[config.mk]
export PLATFORM = sky130hd
export DESIGN_NAME = dbuf_dac_ctrl
export DESIGN_NICKNAME = d
export VERILOG_FILES = /design/src/rtl/dbuf_pkg.sv /design/src/rtl/dbuf_sync.sv /design/src/rtl/dbuf_in_latch.sv /design/src/rtl/dbuf_out_latch.sv /design/src/rtl/dbuf_dac_ctrl.sv
export SDC_FILE = /design/constraint.sdc
export NUM_CORES = 1
export LEC_CHECK = 0
export BUFFER_PORTS_ARGS = -buffer_cell sky130_fd_sc_hd__buf_2
export CORE_MARGIN = 2
export CORE_UTILIZATION = 45
export DETAILED_ROUTE_END_ITERATION = 12
export GPL_TIMING_DRIVEN = 0
export PLACE_DENSITY = 0.66
export SLEW_MARGIN = 20
export SYNTH_ARGS = -nofsm -noshare
export SYNTH_HDL_FRONTEND = slang
export SYNTH_SLANG_ARGS = --single-unit
[constraint.sdc]
create_clock -name clk -period 1.4 [get_ports clk]
set_input_delay 0.14 -clock clk [delete_from_list [all_inputs] [get_ports clk]]
set_output_delay 0.14 -clock clk [all_outputs]
set_load 0.01 [all_outputs]
[src/rtl/dbuf_pkg.sv]
// Shared widths and types for the double-buffered converter code register.
// Assumes: codes are two's complement, bit CODE_W-1 is the sign bit.
package dbuf_pkg;
    parameter int CODE_W = 14;   // converter code width
    parameter int SYNC_N = 2;    // synchronizer depth for strobes and data
    localparam int CTRL_W = 3;   // number of strobes: select, write, load

    typedef logic [CODE_W-1:0] code_t;

    // Strobe positions inside the synchronized control vector
    localparam int IDX_SEL  = 0;
    localparam int IDX_WSTB = 1;
    localparam int IDX_LOAD = 2;
endpackage

[src/rtl/dbuf_sync.sv]
// Multi-stage synchronizer for a bus of asynchronous signals.
// Each bit runs through STAGES flops. The reset value is chosen so that
// reset leaves the synchronized value in its inactive state.
// Assumes: bits of one bus are sampled together, and the width is not
// treated as a coherent word across a change (the caller delays data to match).
module dbuf_sync #(
    parameter int    WIDTH   = 1,
    parameter int    STAGES  = 2,
    parameter logic  RST_BIT = 1'b0
) (
    input  logic             clk,
    input  logic             rst_n,
    input  logic [WIDTH-1:0] async_in,
    output logic [WIDTH-1:0] sync_out
);
    localparam logic [WIDTH-1:0] RST_VEC = {WIDTH{RST_BIT}};

    logic [WIDTH-1:0] stage_q [STAGES];

    genvar s;
    generate
        for (s = 0; s < STAGES; s++) begin : g_stage
            if (s == 0) begin : g_first
                // First flop samples the asynchronous input
                always_ff @(posedge clk) begin
                    if (!rst_n) stage_q[s] <= RST_VEC;
                    else        stage_q[s] <= async_in;
                end
            end else begin : g_next
                // Later flops pass the value along
                always_ff @(posedge clk) begin
                    if (!rst_n) stage_q[s] <= RST_VEC;
                    else        stage_q[s] <= stage_q[s-1];
                end
            end
        end
    endgenerate

    assign sync_out = stage_q[STAGES-1];
endmodule

[src/rtl/dbuf_in_latch.sv]
// Staging register. It reloads from the data bus on every clock while a
// write is in progress and holds otherwise.
// Assumes: the write qualifier and the data are already synchronized and aligned.
module dbuf_in_latch
    import dbuf_pkg::*;
(
    input  logic  clk,
    input  logic  rst_n,
    input  logic  wr_act,
    input  code_t wr_data,
    output code_t stage_code
);
    code_t stage_q;

    // Follow the bus during a write, keep the last value afterwards
    always_ff @(posedge clk) begin
        if (!rst_n)      stage_q <= '0;
        else if (wr_act) stage_q <= wr_data;
    end

    assign stage_code = stage_q;

    AST_STAGE_HOLD: assert property (@(posedge clk) disable iff (!rst_n)
        !wr_act |=> $stable(stage_q));
    AST_STAGE_FOLLOW: assert property (@(posedge clk) disable iff (!rst_n)
        wr_act |=> (stage_q == $past(wr_data)));
endmodule

[src/rtl/dbuf_out_latch.sv]
// Converter register. It reloads from the staging register while the load
// strobe is active and no write is in progress. The interlock keeps the two
// registers from following their sources at the same time. It also raises
// a one-clock pulse whenever the stored code changes.
// Assumes: synchronized inputs, and stage_code driven by dbuf_in_latch.
module dbuf_out_latch
    import dbuf_pkg::*;
(
    input  logic  clk,
    input  logic  rst_n,
    input  logic  ld_act,
    input  logic  wr_act,
    input  code_t stage_code,
    output code_t out_code,
    output logic  out_upd
);
    code_t out_q;
    code_t out_next;
    logic  upd_q;
    logic  copy_en;

    // Interlock: a copy is allowed only when no write is in progress
    always_comb begin
        copy_en  = ld_act && !wr_act;
        out_next = copy_en ? stage_code : out_q;
    end

    // Register the code and flag a change of value
    always_ff @(posedge clk) begin
        if (!rst_n) begin
            out_q <= '0;
            upd_q <= 1'b0;
        end else begin
            out_q <= out_next;
            upd_q <= (out_next != out_q);
        end
    end

    assign out_code = out_q;
    assign out_upd  = upd_q;

    AST_FREEZE_IN_WRITE: assert property (@(posedge clk) disable iff (!rst_n)
        wr_act |=> $stable(out_q));
    AST_HOLD_NO_LOAD: assert property (@(posedge clk) disable iff (!rst_n)
        !ld_act |=> $stable(out_q));
    AST_COPY_ON_LOAD: assert property (@(posedge clk) disable iff (!rst_n)
        (ld_act && !wr_act) |=> (out_q == $past(stage_code)));
    AST_PULSE_MEANS_CHANGE: assert property (@(posedge clk) disable iff (!rst_n)
        upd_q |-> !$stable(out_q));
    AST_CHANGE_MEANS_PULSE: assert property (@(posedge clk) disable iff (!rst_n)
        !upd_q |-> $stable(out_q));
endmodule

[src/rtl/dbuf_dac_ctrl.sv]
// Top of the double-buffered converter code register. It synchronizes the
// active-low strobes, delays the data bus by the same depth, and drives
// the staging and converter registers.
// Assumes: strobes are asynchronous to clk, and bus_data is stable while the
// write strobes rise (setup and hold longer than one clock).
module dbuf_dac_ctrl
    import dbuf_pkg::*;
#(
    parameter int WIDTH = CODE_W,
    parameter int SYNC  = SYNC_N
) (
    input  logic             clk,
    input  logic             rst_n,
    input  logic             sel_n,
    input  logic             wstb_n,
    input  logic             load_n,
    input  logic [WIDTH-1:0] bus_data,
    output logic [WIDTH-1:0] dac_code,
    output logic             code_upd
);
    logic [CTRL_W-1:0] ctrl_raw;
    logic [CTRL_W-1:0] ctrl_s;
    code_t             data_s;
    code_t             stage_code;
    logic              wr_act;
    logic              ld_act;

    // Gather the strobes into one vector for the synchronizer
    always_comb begin
        ctrl_raw           = '1;
        ctrl_raw[IDX_SEL]  = sel_n;
        ctrl_raw[IDX_WSTB] = wstb_n;
        ctrl_raw[IDX_LOAD] = load_n;
    end

    dbuf_sync #(.WIDTH(CTRL_W), .STAGES(SYNC), .RST_BIT(1'b1)) u_ctrl_sync (
        .clk      (clk),
        .rst_n    (rst_n),
        .async_in (ctrl_raw),
        .sync_out (ctrl_s)
    );

    dbuf_sync #(.WIDTH(CODE_W), .STAGES(SYNC), .RST_BIT(1'b0)) u_data_dly (
        .clk      (clk),
        .rst_n    (rst_n),
        .async_in (code_t'(bus_data)),
        .sync_out (data_s)
    );

    // Decode the level conditions from the synchronized strobes
    always_comb begin
        wr_act = !ctrl_s[IDX_SEL] && !ctrl_s[IDX_WSTB];
        ld_act = !ctrl_s[IDX_LOAD];
    end

    dbuf_in_latch u_stage (
        .clk        (clk),
        .rst_n      (rst_n),
        .wr_act     (wr_act),
        .wr_data    (data_s),
        .stage_code (stage_code)
    );

    dbuf_out_latch u_out (
        .clk        (clk),
        .rst_n      (rst_n),
        .ld_act     (ld_act),
        .wr_act     (wr_act),
        .stage_code (stage_code),
        .out_code   (dac_code),
        .out_upd    (code_upd)
    );

    AST_AUTO_UPDATE: assert property (@(posedge clk) disable iff (!rst_n)
        ($past(wr_act) && !wr_act && ld_act) |=> (dac_code == $past(stage_code)));
endmodule

# After elaboration in Yosys (flattened, before gate mapping)

Memories as Yosys holds them, arrays and structs flattened. A register that Yosys moved wholly into a read port is not among the register bits.
Index checks and enable logic that the tools add are counted.

Flip-flop bits (word level): 15
Bits in writable memories: 34
Input port bits: 19
Word-level logic and storage cells: 23
Memories kept: 2

Eq/ne operators: 1
Multiplexer cells: 7
Bitwise operators: 4
Reductions and logical operators: 7

Memories:

| memory              | words | bits a word | read ports | clocked after memory_dff | wr ports | line            | text |
|---|---|---|---|---|---|---|---|
| u_data_dly.stage_q  | 2     | 14          | 2          | 1                        | 2        | dbuf_sync.sv:18 | `logic [WIDTH-1:0] stage_q [STAGES];` |
| u_ctrl_sync.stage_q | 2     | 3           | 2          | 0                        | 2        | dbuf_sync.sv:18 |  |

Operators with widths:

| kind              | count |
|---|---|
| $mux 14           | 3 |
| $ne 14x14->1      | 1 |
| $mux 3            | 2 |
| $logic_not 1->1   | 5 |
| $or 1x1->1        | 4 |
| $logic_and 1x1->1 | 2 |
| $mux 1            | 2 |

# Depth between registers and ports, before layout

Depth in word-level cells: 6
Depth in mapped cells: 6

# Hierarchy

A second synthesis with hierarchy kept.

Cell total of the unflattened synthesis: 199
Area total of the unflattened synthesis: 2195.9 um2

By module, submodules not included:

| module                   | times used | cells an instance | area an instance (um2) | seq. area each (um2) |
|---|---|---|---|---|
| dbuf_sync at u_data_dly  | 1          | 58                | 785.8                  | 560.5 |
| dbuf_out_latch           | 1          | 82                | 701.9                  | 300.3 |
| dbuf_in_latch            | 1          | 45                | 543.0                  | 280.3 |
| dbuf_sync at u_ctrl_sync | 1          | 12                | 157.7                  | 120.1 |
| dbuf_dac_ctrl            | 1          | 2                 | 7.5                    | 0.0 |

# Worst setup path before layout

OpenSTA, ideal clock, no wires.

Path type: reg-to-reg
From: memory u_ctrl_sync.stage_q[1][0] in the netlist's numbering
To: register u_out.out_q[3], in the netlist u_out.out_code[3]
Setup time: 0.066 ns
Arrival time: 1.035 ns
Data required time: 1.334 ns
Slack: 0.299 ns
Stages on the path, launching flop included: 7
Buffers on the path: 2
Period minus slack after synthesis: 1.101 ns
Cell sequence: dfxtp_1 or2_1 buf_2 nand2b_4 buf_6 nand2_1 a21boi_2

RTL lines:

| element                | line                 | text |
|---|---|---|
| start: declaration     | dbuf_sync.sv:18      |  |
| end signal: assignment | dbuf_out_latch.sv:34 | `out_q <= out_next;` |
| end: declaration       | dbuf_out_latch.sv:17 | `code_t out_q;` |

==> results.toml <==
[sta]
drv_slew = 0
tightest_slew_ns = 0.4269
hold_viol_final = 0
rsz0062_at_grt = "no"
max_freq_mhz = 813.6
period_share_pct = 87.79
skew_ns = 0.006835
period_needed_ns = 1.229
maxSlewHeadroom_pct = 71.54
setup_violations = 0
fin_tns_setup_ns = 0

[route]
ant_nets = 0
post_drt_wl_per_cell_um = 10.52
drtPass1Iterations = 4
num_vias = 1424
routed_wl_um = 3397
vias_per_cell = 4.409
drc = 0
drt_iter0_markers = 34

[power_and_ir_drop]
power_leakage_nw = 1.097
p_per_area_nw_per_um2 = 1273
power_frac_comb_pct = 3.6
p_int_mw = 2.641
peakVddDrop_mv = 0.5951
switchingPower_mw = 0.6878
seq_power_share_pct = 55.6
pwr-share-clk_pct = 40.8
switching_share_pct = 20.66

[global_routing]
grt_remaining_overflow = 0
grt_pass1_vias = 1278
antenna_found_initial = 0
grt.total_usage_pct = 14.68
grt_max_degree = 11
grt_pass1_wl_um = 5747

[worst_hold_path]
min_from = "bus_data[5]"
min_path_type = "in -> reg"

[die]
die_area_sq_um = 5387
coreArea_sq_um = 4692
start_util_pct = 46.19
die_w_um = 73.40
pin_count = 34
die_h_um = 73.40
rows = 25

[critical_path]
r2r_cells = 5
start_kind = "flop"
crit_end = "u_out.out_upd$_SDFF_PN0_"
slowest_stage = "dfxtp_1"
r2r_start = "u_ctrl_sync.stage_q[1][1]$_SDFF_PN1_"
worst-endpoint-required_ns = 1.66
cp_max_fo = 10
critPathKind = "reg -> reg"
r2r_end = "u_out.out_upd$_SDFF_PN0_"
crit_chain = "nor2_2, nor2_2, buf_2, nand2_1, a31oi_1"
crit_top_cell = "nor2_2"
critPathLaunch = "u_ctrl_sync.stage_q[1][1]$_SDFF_PN1_"
cp-end-kind = "flop"
cp_data_arrival_time_ns = 1.48
critical_path.max_stage_delay_ns = 0.34
ff2ff_setup_slack_ns = 0.17

[yosys]
synth_edf_count = 0
synth_area_leader_cell = "dfxtp_1"
ys_ff_latch = 63
synth-simple-area-share_pct = 22.29
yosysMostFrequentCell = "dfxtp_1"
synth_commonest_cells = "dfxtp_1, nand2_1, and2_1, a21boi_0, xor2_1"
synth_top_family_by_area = "simple AND/OR/NAND/NOR gates"
synthTopCellsByArea = "dfxtp_1, nand2_1, and2_1"
muxShareOfSynthArea_pct = 0
syn_avg_cell_area_sq_um = 10.03
synth_cells = 216
seq_area_frac_synth_pct = 58.20
synth_fp_nets = 235
synth.distinct_cells = 19
synth_xor_area_share_pct = 5.658
synthesis.area_sq_um = 2167
synth-compound-area-share_pct = 11.37
netlist.area_leader.share_pct = 58.20
async_flop_share_pct = 0
synth_fa_ha_area_share_pct = 0
synth_ff_type = "dfxtp_1"
yosysWarnings = 0

[layout]
final_nets = 283
drive_gt1_share_pct = 23.42
antennaDiodeCount = 0
design_area_sq_um = 2616
area_growth_pct = 20.73

[clock_network]
h-tree-depth = 3
clk_latency_ns = 0.33
cts-root-buf = "clkbuf_8"
tritoncts = "built"
cts_made_buffers = 9
cts_resized = 0
clockBufferDepth = 2
path_clk_slew_ns = 0.07
postCtsSetupBuffers = 0
clock-sinks = 63

[place]
placed_area_sq_um = 2400
dp_hpwl_um = 2389
gp_routability_congestion = 0.6920
io_buffers = 33

[job]
maxCapViolations = 0

[status]
status = "finished, final reports clean"
worst min-delay path by stage:
stage / depth (start not counted) / endpoint / slack, ns
floorplan: 1 / u_ctrl_sync.stage_q[0][2]$_SDFF_PN1_ / 0.21
global placement: 2 / u_ctrl_sync.stage_q[0][0]$_SDFF_PN1_ / 0.32
detailed placement: 2 / u_ctrl_sync.stage_q[0][1]$_SDFF_PN1_ / 0.33
CTS: 2 / u_data_dly.stage_q[0][8]$_SDFF_PN0_ / 0.002
global route: 2 / u_data_dly.stage_q[0][2]$_SDFF_PN0_ / 0.007
finish: 2 / u_data_dly.stage_q[0][5]$_SDFF_PN0_ / 0.02
flip-flops by register name (all words and copies together), names as in the netlist:
signal	flops
u_data_dly.stage_q	28
u_out.out_code	14
u_stage.stage_code	14
u_ctrl_sync.stage_q	6
u_out.out_upd	1
per-layer routing:
| layer | routed length, um | GRT usage (%) |
|---|---|---|
| met1 | 1680 | 19.01 |
| met3 | 166 | 4.938 |
| met2 | 1475 | 21.02 |
| met5 | 0 | 0 |
| met4 | 75 | 9.091 |
cells in the final DEF, fill, tap and decap left out, types with 3 or more instances in the layout:
master and n:
dfxtp_1 63, nand2_1 57, buf_2 37, and2_1 28, a21boi_0 17, clkbuf_8 11
xor2_1 10, clkbuf_1 8, a21boi_2 8, nand2b_1 6, xnor2_1 4, dlygate4sd3_1 4
a21boi_1 3
cell families (layout without fill, tap and decap cells):
family / Yosys count / in the layout
and+or+nand+nor: 99 / 99
DFF: 63 / 63
buffers and inverters: 11 / 64
AOI/OAI and AO/OA: 29 / 29
xor gates and xnor gates: 14 / 14
area by class of cell:
class | instances | area [sq um]
fillers | 460 | 2076
flip-flops and latches | 63 | 1261
multi-input cells | 142 | 852.1
repair buffers | 37 | 205.2
clock buffers | 13 | 158.9
well taps | 54 | 67.56
plain buffers | 11 | 53.80
clock inverters | 3 | 17.52
timing repair:
action                                 CTS  global route
hold buffers                             4             0
setup endpoints to repair                0             0
endpoints found under the hold margin    4             0
through the flow:
| step | hold slack, ns | std cells | power (mW) | worst slack, ns | util [%] |
|---|---|---|---|---|---|
| 6_report | 0.01523 | 323 | 3.329 | 0.1709 | 55.76 |
| 2_1_floorplan | 0.2130 | 216 | 1.958 | 0.2992 | - |
| 4_1_cts | 0.001551 | 323 | 3.386 | 0.1530 | 55.76 |
| 3_3_place_gp | 0.3226 | 303 | 2.004 | 0.2330 | 51.15 |
| 5_1_grt | 0.006987 | 323 | 3.469 | 0.02961 | 55.76 |
| 3_5_place_dp | 0.3250 | 303 | 2.006 | 0.1741 | 51.15 |
worst max-delay path, delay by kind of cell, from the launching register on:
family	cells	cell delay, ns
AOI/OAI and AO/OA	1	0.16
buffers and inverters	1	0.27
DFF	1	0.34
and+or+nand+nor	3	0.38
power groups by stage:
stage	clock (mW)	sequential (mW)	combinational [mW]
2_1_floorplan	0	1.89	0.0710
5_1_grt	1.48	1.85	0.138
3_3_place_gp	0	1.89	0.114
6_report	1.36	1.85	0.121
4_1_cts	1.41	1.85	0.125
3_5_place_dp	0	1.89	0.116
No activity file was read; power rests on OpenSTA's default activity.
